`config.mk`:
```
export PLATFORM = sky130hd
export DESIGN_NAME = anlt_unit
export DESIGN_NICKNAME = d
export VERILOG_FILES = /design/src/rtl/anlt_pkg.sv /design/src/rtl/anlt_regfile.sv /design/src/rtl/anlt_timer.sv /design/src/rtl/anlt_mode_resolve.sv /design/src/rtl/anlt_unit.sv
export SDC_FILE = /design/constraint.sdc
export NUM_CORES = 1
export LEC_CHECK = 0
export ABC_AREA = 1
export BUFFER_PORTS_ARGS = -buffer_cell sky130_fd_sc_hd__buf_4
export CORE_ASPECT_RATIO = 1.25
export CORE_MARGIN = 10
export CORE_UTILIZATION = 29
export CTS_CLUSTER_SIZE = 40
export DETAILED_ROUTE_END_ITERATION = 8
export HOLD_SLACK_MARGIN = 0.02
export PLACE_DENSITY = 0.5
export SLEW_MARGIN = 20
export SYNTH_ARGS = -nofsm -noshare
export SYNTH_HDL_FRONTEND = slang
export SYNTH_SLANG_ARGS = --single-unit
```
`constraint.sdc`:
```
create_clock -name clk -period 4.4 [get_ports clk]
set_input_delay 0.88 -clock clk [delete_from_list [all_inputs] [get_ports clk]]
set_output_delay 0.88 -clock clk [all_outputs]
set_load 0.01 [all_outputs]
```
`src/rtl/anlt_pkg.sv`:
```
package anlt_pkg;

    localparam int REG_W  = 16;
    localparam int ADDR_W = 5;

    // Register addresses
    localparam logic [ADDR_W-1:0] ADR_CTL  = 5'h00;
    localparam logic [ADDR_W-1:0] ADR_ABIL = 5'h04;
    localparam logic [ADDR_W-1:0] ADR_TLO  = 5'h12;
    localparam logic [ADDR_W-1:0] ADR_THI  = 5'h13;
    localparam logic [ADDR_W-1:0] ADR_IFM  = 5'h14;

    // Control word bits
    localparam int CTL_AN_EN_BIT   = 12;
    localparam int CTL_RESTART_BIT = 9;

    // Interface-mode word bits
    localparam int IFM_100M_BIT = 2;
    localparam int IFM_1G_BIT   = 3;
    localparam int IFM_HALF_BIT = 4;

    typedef enum logic [1:0] {
        SPD_10M  = 2'd0,
        SPD_100M = 2'd1,
        SPD_1G   = 2'd2
    } speed_e;

endpackage

```
`src/rtl/anlt_regfile.sv`:
```
module anlt_regfile
    import anlt_pkg::*;
#(
    parameter int                 TMR_W    = 22,
    parameter logic [REG_W-1:0]   RST_CTL  = 16'h1140,
    parameter logic [REG_W-1:0]   RST_ABIL = 16'h4001,
    parameter logic [REG_W-1:0]   RST_IFM  = 16'h0003,
    parameter logic [TMR_W-1:0]   RST_TMR  = 22'h07A120
) (
    input  logic              clk,
    input  logic              rst_n,
    input  logic              wr_en,
    input  logic [ADDR_W-1:0] addr,
    input  logic [REG_W-1:0]  wdata,
    output logic [REG_W-1:0]  rdata,
    output logic              an_en,
    output logic              restart_req,
    output logic [2:0]        mode_bits,
    output logic [TMR_W-1:0]  tmr_limit
);

    localparam int HI_W = TMR_W - REG_W;

    typedef struct packed {
        logic [REG_W-1:0] ctl;
        logic [REG_W-1:0] abil;
        logic [REG_W-1:0] tlo;
        logic [HI_W-1:0]  thi;
        logic [REG_W-1:0] ifm;
    } regs_t;

    regs_t regs_d, regs_q;

    always_comb begin
        regs_d = regs_q;
        regs_d.ctl[CTL_RESTART_BIT] = 1'b0;
        if (wr_en) begin
            case (addr)
                ADR_CTL:  regs_d.ctl  = wdata;
                ADR_ABIL: regs_d.abil = wdata;
                ADR_TLO:  regs_d.tlo  = wdata;
                ADR_THI:  regs_d.thi  = wdata[HI_W-1:0];
                ADR_IFM:  regs_d.ifm  = wdata;
                default:  ;
            endcase
        end
    end

    always_ff @(posedge clk or negedge rst_n) begin
        if (!rst_n) begin
            regs_q.ctl  <= RST_CTL;
            regs_q.abil <= RST_ABIL;
            regs_q.tlo  <= RST_TMR[REG_W-1:0];
            regs_q.thi  <= RST_TMR[TMR_W-1:REG_W];
            regs_q.ifm  <= RST_IFM;
        end else begin
            regs_q <= regs_d;
        end
    end

    always_comb begin
        case (addr)
            ADR_CTL:  rdata = regs_q.ctl;
            ADR_ABIL: rdata = regs_q.abil;
            ADR_TLO:  rdata = regs_q.tlo;
            ADR_THI:  rdata = {{(REG_W-HI_W){1'b0}}, regs_q.thi};
            ADR_IFM:  rdata = regs_q.ifm;
            default:  rdata = '0;
        endcase
    end

    assign an_en       = regs_q.ctl[CTL_AN_EN_BIT];
    assign restart_req = regs_q.ctl[CTL_RESTART_BIT];
    assign mode_bits   = regs_q.ifm[IFM_HALF_BIT:IFM_100M_BIT];
    assign tmr_limit   = {regs_q.thi, regs_q.tlo};

    // restart bit lives for one cycle unless rewritten
    assert_restart_selfclear_R3: assert property (@(posedge clk) disable iff (!rst_n)
        (restart_req && !(wr_en && addr == ADR_CTL && wdata[CTL_RESTART_BIT]))
        |=> !restart_req);

    // a write to an unmapped address leaves the timer count unchanged
    assert_unmapped_write_R2: assert property (@(posedge clk) disable iff (!rst_n)
        (wr_en && addr != ADR_TLO && addr != ADR_THI) |=> $stable(tmr_limit));

endmodule

```
`src/rtl/anlt_timer.sv`:
```
module anlt_timer #(
    parameter int TMR_W = 22
) (
    input  logic             clk,
    input  logic             rst_n,
    input  logic             an_en,
    input  logic             start,
    input  logic [TMR_W-1:0] limit,
    output logic             busy,
    output logic             expired
);

    localparam logic [TMR_W-1:0] CNT_ONE = {{(TMR_W-1){1'b0}}, 1'b1};

    typedef struct packed {
        logic [TMR_W-1:0] cnt;
        logic [TMR_W-1:0] lim;
        logic             run;
        logic             exp;
    } tmr_t;

    tmr_t tmr_d, tmr_q;

    always_comb begin
        tmr_d     = tmr_q;
        tmr_d.exp = 1'b0;
        if (!an_en) begin
            tmr_d.run = 1'b0;
        end else if (start) begin
            tmr_d.cnt = '0;
            tmr_d.lim = limit;
            tmr_d.run = 1'b1;
        end else if (tmr_q.run) begin
            if (tmr_q.cnt == tmr_q.lim) begin
                tmr_d.run = 1'b0;
                tmr_d.exp = 1'b1;
            end else begin
                tmr_d.cnt = tmr_q.cnt + CNT_ONE;
            end
        end
    end

    always_ff @(posedge clk or negedge rst_n) begin
        if (!rst_n) begin
            tmr_q <= '0;
        end else begin
            tmr_q <= tmr_d;
        end
    end

    assign busy    = tmr_q.run;
    assign expired = tmr_q.exp;

    // expiry is a single-cycle pulse
    assert_single_expiry_R5: assert property (@(posedge clk) disable iff (!rst_n)
        tmr_q.exp |=> !tmr_q.exp);

    // the count never passes the latched limit
    assert_no_overflow_R5: assert property (@(posedge clk) disable iff (!rst_n)
        tmr_q.run |-> (tmr_q.cnt <= tmr_q.lim));

    // expiry only follows a run that was in progress
    assert_expiry_after_run_R5: assert property (@(posedge clk) disable iff (!rst_n)
        $rose(tmr_q.exp) |-> ($past(tmr_q.run) && !tmr_q.run));

    // an uninterrupted run advances by one each cycle
    assert_count_step_R4: assert property (@(posedge clk) disable iff (!rst_n)
        (tmr_q.run && an_en && !start && tmr_q.cnt != tmr_q.lim)
        |=> (tmr_q.cnt == $past(tmr_q.cnt) + CNT_ONE));

    // a restart reloads the count from zero
    assert_restart_from_zero_R6: assert property (@(posedge clk) disable iff (!rst_n)
        (an_en && start) |=> (tmr_q.run && tmr_q.cnt == '0));

    // the limit in use holds for the whole run
    assert_limit_held_R7: assert property (@(posedge clk) disable iff (!rst_n)
        (tmr_q.run && !start) |=> $stable(tmr_q.lim));

    // with autonegotiation off the timer is quiet
    assert_bypass_quiet_R8: assert property (@(posedge clk) disable iff (!rst_n)
        !an_en |=> (!tmr_q.run && !tmr_q.exp));

endmodule

```
`src/rtl/anlt_mode_resolve.sv`:
```
module anlt_mode_resolve
    import anlt_pkg::*;
(
    input  logic       an_en,
    input  logic [2:0] mode_bits,   // [0]=100M, [1]=1G, [2]=half duplex
    output logic       fixed,
    output logic [1:0] speed,
    output logic       full_dup
);

    speed_e spd;

    always_comb begin
        spd      = SPD_10M;
        full_dup = 1'b0;
        if (!an_en) begin
            if (mode_bits[1]) begin
                spd = SPD_1G;
            end else if (mode_bits[0]) begin
                spd = SPD_100M;
            end
            full_dup = !mode_bits[2];
        end
    end

    assign fixed = !an_en;
    assign speed = spd;

endmodule

```
`src/rtl/anlt_unit.sv`:
```
module anlt_unit
    import anlt_pkg::*;
#(
    parameter int               TMR_W    = 22,
    parameter logic [15:0]      RST_CTL  = 16'h1140,
    parameter logic [15:0]      RST_ABIL = 16'h4001,
    parameter logic [15:0]      RST_IFM  = 16'h0003,
    parameter logic [TMR_W-1:0] RST_TMR  = 22'h07A120
) (
    input  logic        clk,
    input  logic        rst_n,
    input  logic [4:0]  reg_addr,
    input  logic        reg_we,
    input  logic [15:0] reg_wdata,
    output logic [15:0] reg_rdata,
    output logic        an_timer_busy,
    output logic        an_timer_expired,
    output logic        fixed_link,
    output logic [1:0]  link_speed,
    output logic        link_full_duplex
);

    logic             an_en;
    logic             restart_req;
    logic [2:0]       mode_bits;
    logic [TMR_W-1:0] tmr_limit;

    anlt_regfile #(
        .TMR_W    (TMR_W),
        .RST_CTL  (RST_CTL),
        .RST_ABIL (RST_ABIL),
        .RST_IFM  (RST_IFM),
        .RST_TMR  (RST_TMR)
    ) regs_i (
        .clk         (clk),
        .rst_n       (rst_n),
        .wr_en       (reg_we),
        .addr        (reg_addr),
        .wdata       (reg_wdata),
        .rdata       (reg_rdata),
        .an_en       (an_en),
        .restart_req (restart_req),
        .mode_bits   (mode_bits),
        .tmr_limit   (tmr_limit)
    );

    anlt_timer #(
        .TMR_W (TMR_W)
    ) timer_i (
        .clk     (clk),
        .rst_n   (rst_n),
        .an_en   (an_en),
        .start   (restart_req),
        .limit   (tmr_limit),
        .busy    (an_timer_busy),
        .expired (an_timer_expired)
    );

    anlt_mode_resolve mode_i (
        .an_en    (an_en),
        .mode_bits(mode_bits),
        .fixed    (fixed_link),
        .speed    (link_speed),
        .full_dup (link_full_duplex)
    );

    // link outputs stay zero while autonegotiation runs
    assert_an_outputs_zero_R9: assert property (@(posedge clk) disable iff (!rst_n)
        !fixed_link |-> (link_speed == 2'd0 && !link_full_duplex));

    // the timer never runs in fixed-link mode
    assert_fixed_no_timer_R8: assert property (@(posedge clk) disable iff (!rst_n)
        (fixed_link && $past(fixed_link)) |-> (!an_timer_busy && !an_timer_expired));

endmodule

```
==> flow_summary.toml <==
[run_status]
status = "complete, no violations"

[floorplanning]
die_y_microns = 177
core.rowCount = 57
ioPinCount = 46
start_util_pct = 29.5
core-area_sq_um = 19500
dieArea_sq_um = 25900
die_w_microns = 146

[cells_and_area]
nets = 836
ff_latch_area_sq_um = 2920
multi_input_area_sq_um = 2370
drive_gt1_share_pct = 13.2
antennaDiodeCount = 0
area_delta_synth_final_pct = 20.9
final_cells = 1089
fillers = 2075

[power]
swShare_pct = 27.0
seqPwrFrac_pct = 43.1
peakVddDrop_mv = 0.262
cellInternalPower_mw = 2.17
power.density_nw_per_um2 = 429
combPwrFrac_pct = 9.3
clkPwrFrac_pct = 47.6
p_leak_nw = 3.33
power_switching_uw = 804

[critical_path]
worstSetupPathType = "primary input to primary output"
critPathTopFamily = "simple AND/OR/NAND/NOR gates"
cp_slowest_cell = "nand3_1"
cp_num_buf_inv = 2
end_kind = "primary output"
startpoint_type = "primary input"
path_cells = "buf_4 > nor2_1 > nand3_1 > o21ai_0 > a21oi_1 > o21ai_0 > buf_4"
rrSetupSlack_ns = 1.70
critPathArrivalTime_ns = 2.48
critPathMaxFanout = 15
max_stage_delay_ns = 0.56
r2r-end = "timer_i.tmr_q[34]"
ff2ff_path_depth = 9
worstReg2RegStart = "regs_i.restart_req"
cp.required_ns = 3.52

[clocking]
ctsHoldBuffers = 0
ctsRootBufferMaster = "clkbuf_16"
postCtsSetupRepairBufs = 0
clk_pin_slew_ns = 0.06
clk_latency_ns = 0.42
cts.sinks = 116
cts_buffers = 17
clockBufferDepth = 2
cts_resized = 0
htree_levels = 4
cts_tree = "done"

[routing]
dr.pass1.iters = 5
route.detailed.drc = 0
drtIter0Drc = 409
route.vias.total = 4892
wl_mm = 15.7
viasPerCell = 4.49
ant_nets = 0
wire_per_inst_microns = 14.5

[logic_synthesis]
synth-seq-cells = 116
avgSynthCellArea_sq_um = 7.46
ys_async_sr_fraction_pct = 100
synth_edf_count = 0
ys.flop_type = "dfrtp_1"
yosysTopAreaCellShare_pct = 44.5
synthTopCellsByCount = "nand2_1 (276), o21ai_0 (109), dfrtp_1 (102)"
yosysTopAreaCell = "dfrtp_1"
synthCells = 769
synthTopCellsByArea = "dfrtp_1 (44%), nand2_1 (18%), o21ai_0 (9.5%)"
syn_nets = 794
ys_warn_count = 0
synth_most_common_cell = "nand2_1"
netlist-cell-type-count = 30
synth-seq-area-share_pct = 50.9
synthesis.area_sq_um = 5740

[grt]
grt_pass1_vias = 4908
gr-usage-all-layers_pct = 12.7
grt_max_degree = 47
gr-total-overflow = 0
grt_pass1_wl_mm = 26.5
grt_antenna_before_repair = 0

[timing]
skew_ns = 0.00736
slew_violations = 0
fmax_ghz = 0.298
hold_viol_final = 0
fin_setup_tns_ns = 0
worst_pin_slew_ns = 1.09
setup_viol = 0
max_slew_margin_pct = 27.5
rsz0062_at_grt = "no"
period_share_pct = 76.3
period_minus_slack_ns = 3.36

[placed_design]
dpl.hpwl_mm = 11.2
port_buffers = 45
globalplace.congestion = 0.821
placed_cells = 1057

[worst_hold_path]
hold_path_class = "primary input to async pin"

[job]
cap_violations = 0
==> cell usage in the layout (no fill, tap or decap), types with 2 or more instances in the layout <==
cell          n
buf_4        52
inv_6         6
a21oi_1      18
o21ai_0     109
dfstp_2      14
o2111ai_1     8
inv_2         2
nor2_2        2
bufinv_16     2
nand3_1      36
nor3_1        6
o21ai_1       2
clkinv_4      2
mux2_2        3
dfrtp_1     102
o21bai_1      2
o221ai_1      2
clkinvlp_4    3
inv_1        82
nand2_1     276
xnor2_1       3
clkbuf_16    17
nor2_1       63
==> through the flow <==
step | instance area (sq um) | worst slack, ns | util, % | hold slack, ns | power [mW]
2_1_floorplan | 5740 | 1.67 | - | 0.453 | 1.45
3_3_place_gp | 6330 | 1.01 | 32.5 | 0.465 | 1.58
3_5_place_dp | 6330 | 0.979 | 32.5 | 0.473 | 1.59
4_1_cts | 6940 | 0.983 | 35.6 | 0.487 | 3.01
5_1_grt | 6940 | 0.807 | 35.6 | 0.496 | 3.11
6_report | 6940 | 1.04 | 35.6 | 0.473 | 2.98
==> logic make-up after synthesis <==
kind of cell	Yosys count	synth area share, %
compound gates	143	13.3
xor+xnor	3	0.458
fa+ha+maj	1	0.218
buf+inv	115	7.93
flops	116	50.9
mux	3	0.588
simple gates	388	26.7
==> how the worst max path moves through the flow <==
stage | from | end | cells after the start
after global placement | reg_addr[2] | reg_rdata[12] | 7
final | reg_addr[2] | reg_rdata[12] | 7
after detailed placement | reg_addr[2] | reg_rdata[12] | 7
after CTS | reg_addr[2] | reg_rdata[12] | 7
after floorplan | reg_addr[1] | reg_rdata[10] | 8
after global routing | reg_addr[2] | reg_rdata[9] | 7
==> flip-flops by register name (all words and copies together), names as in the netlist <==
name                flops
regs_i.tmr_limit       22
regs_i.an_en            1
timer_i.busy            1
regs_i.restart_req      1
regs_i.regs_q          43
regs_i.mode_bits        3
timer_i.tmr_q          44
timer_i.expired         1
==> metal layers <==
metal	wire [microns]	track usage (%)	up-vias
met2	7500	20.9	77
met3	566	3.13	23
met5	0	0	-
li1	-	-	2519
met1	7340	15.7	2273
met4	340	4.98	0
==> cell type report <==
| type | count | area share (%) |
|---|---|---|
| multi-input combinational | 538 | 34.1 |
| clock buffer | 18 | 6.33 |
| inverter | 86 | 4.67 |
| sequential | 116 | 42.1 |
| tap | 265 | 4.78 |
| timing repair buffer | 52 | 5.63 |
| clock inverter | 14 | 2.36 |
==> power by group through the flow <==
stage          Sequential, mW  Clock, mW  Combinational [mW]
3_3_place_gp             1.30          0               0.280
6_report                 1.28       1.42               0.277
5_1_grt                  1.30       1.49               0.326
3_5_place_dp             1.30          0               0.285
4_1_cts                  1.28       1.44               0.286
2_1_floorplan            1.28          0               0.172
(Power assumes the default switching activity.)
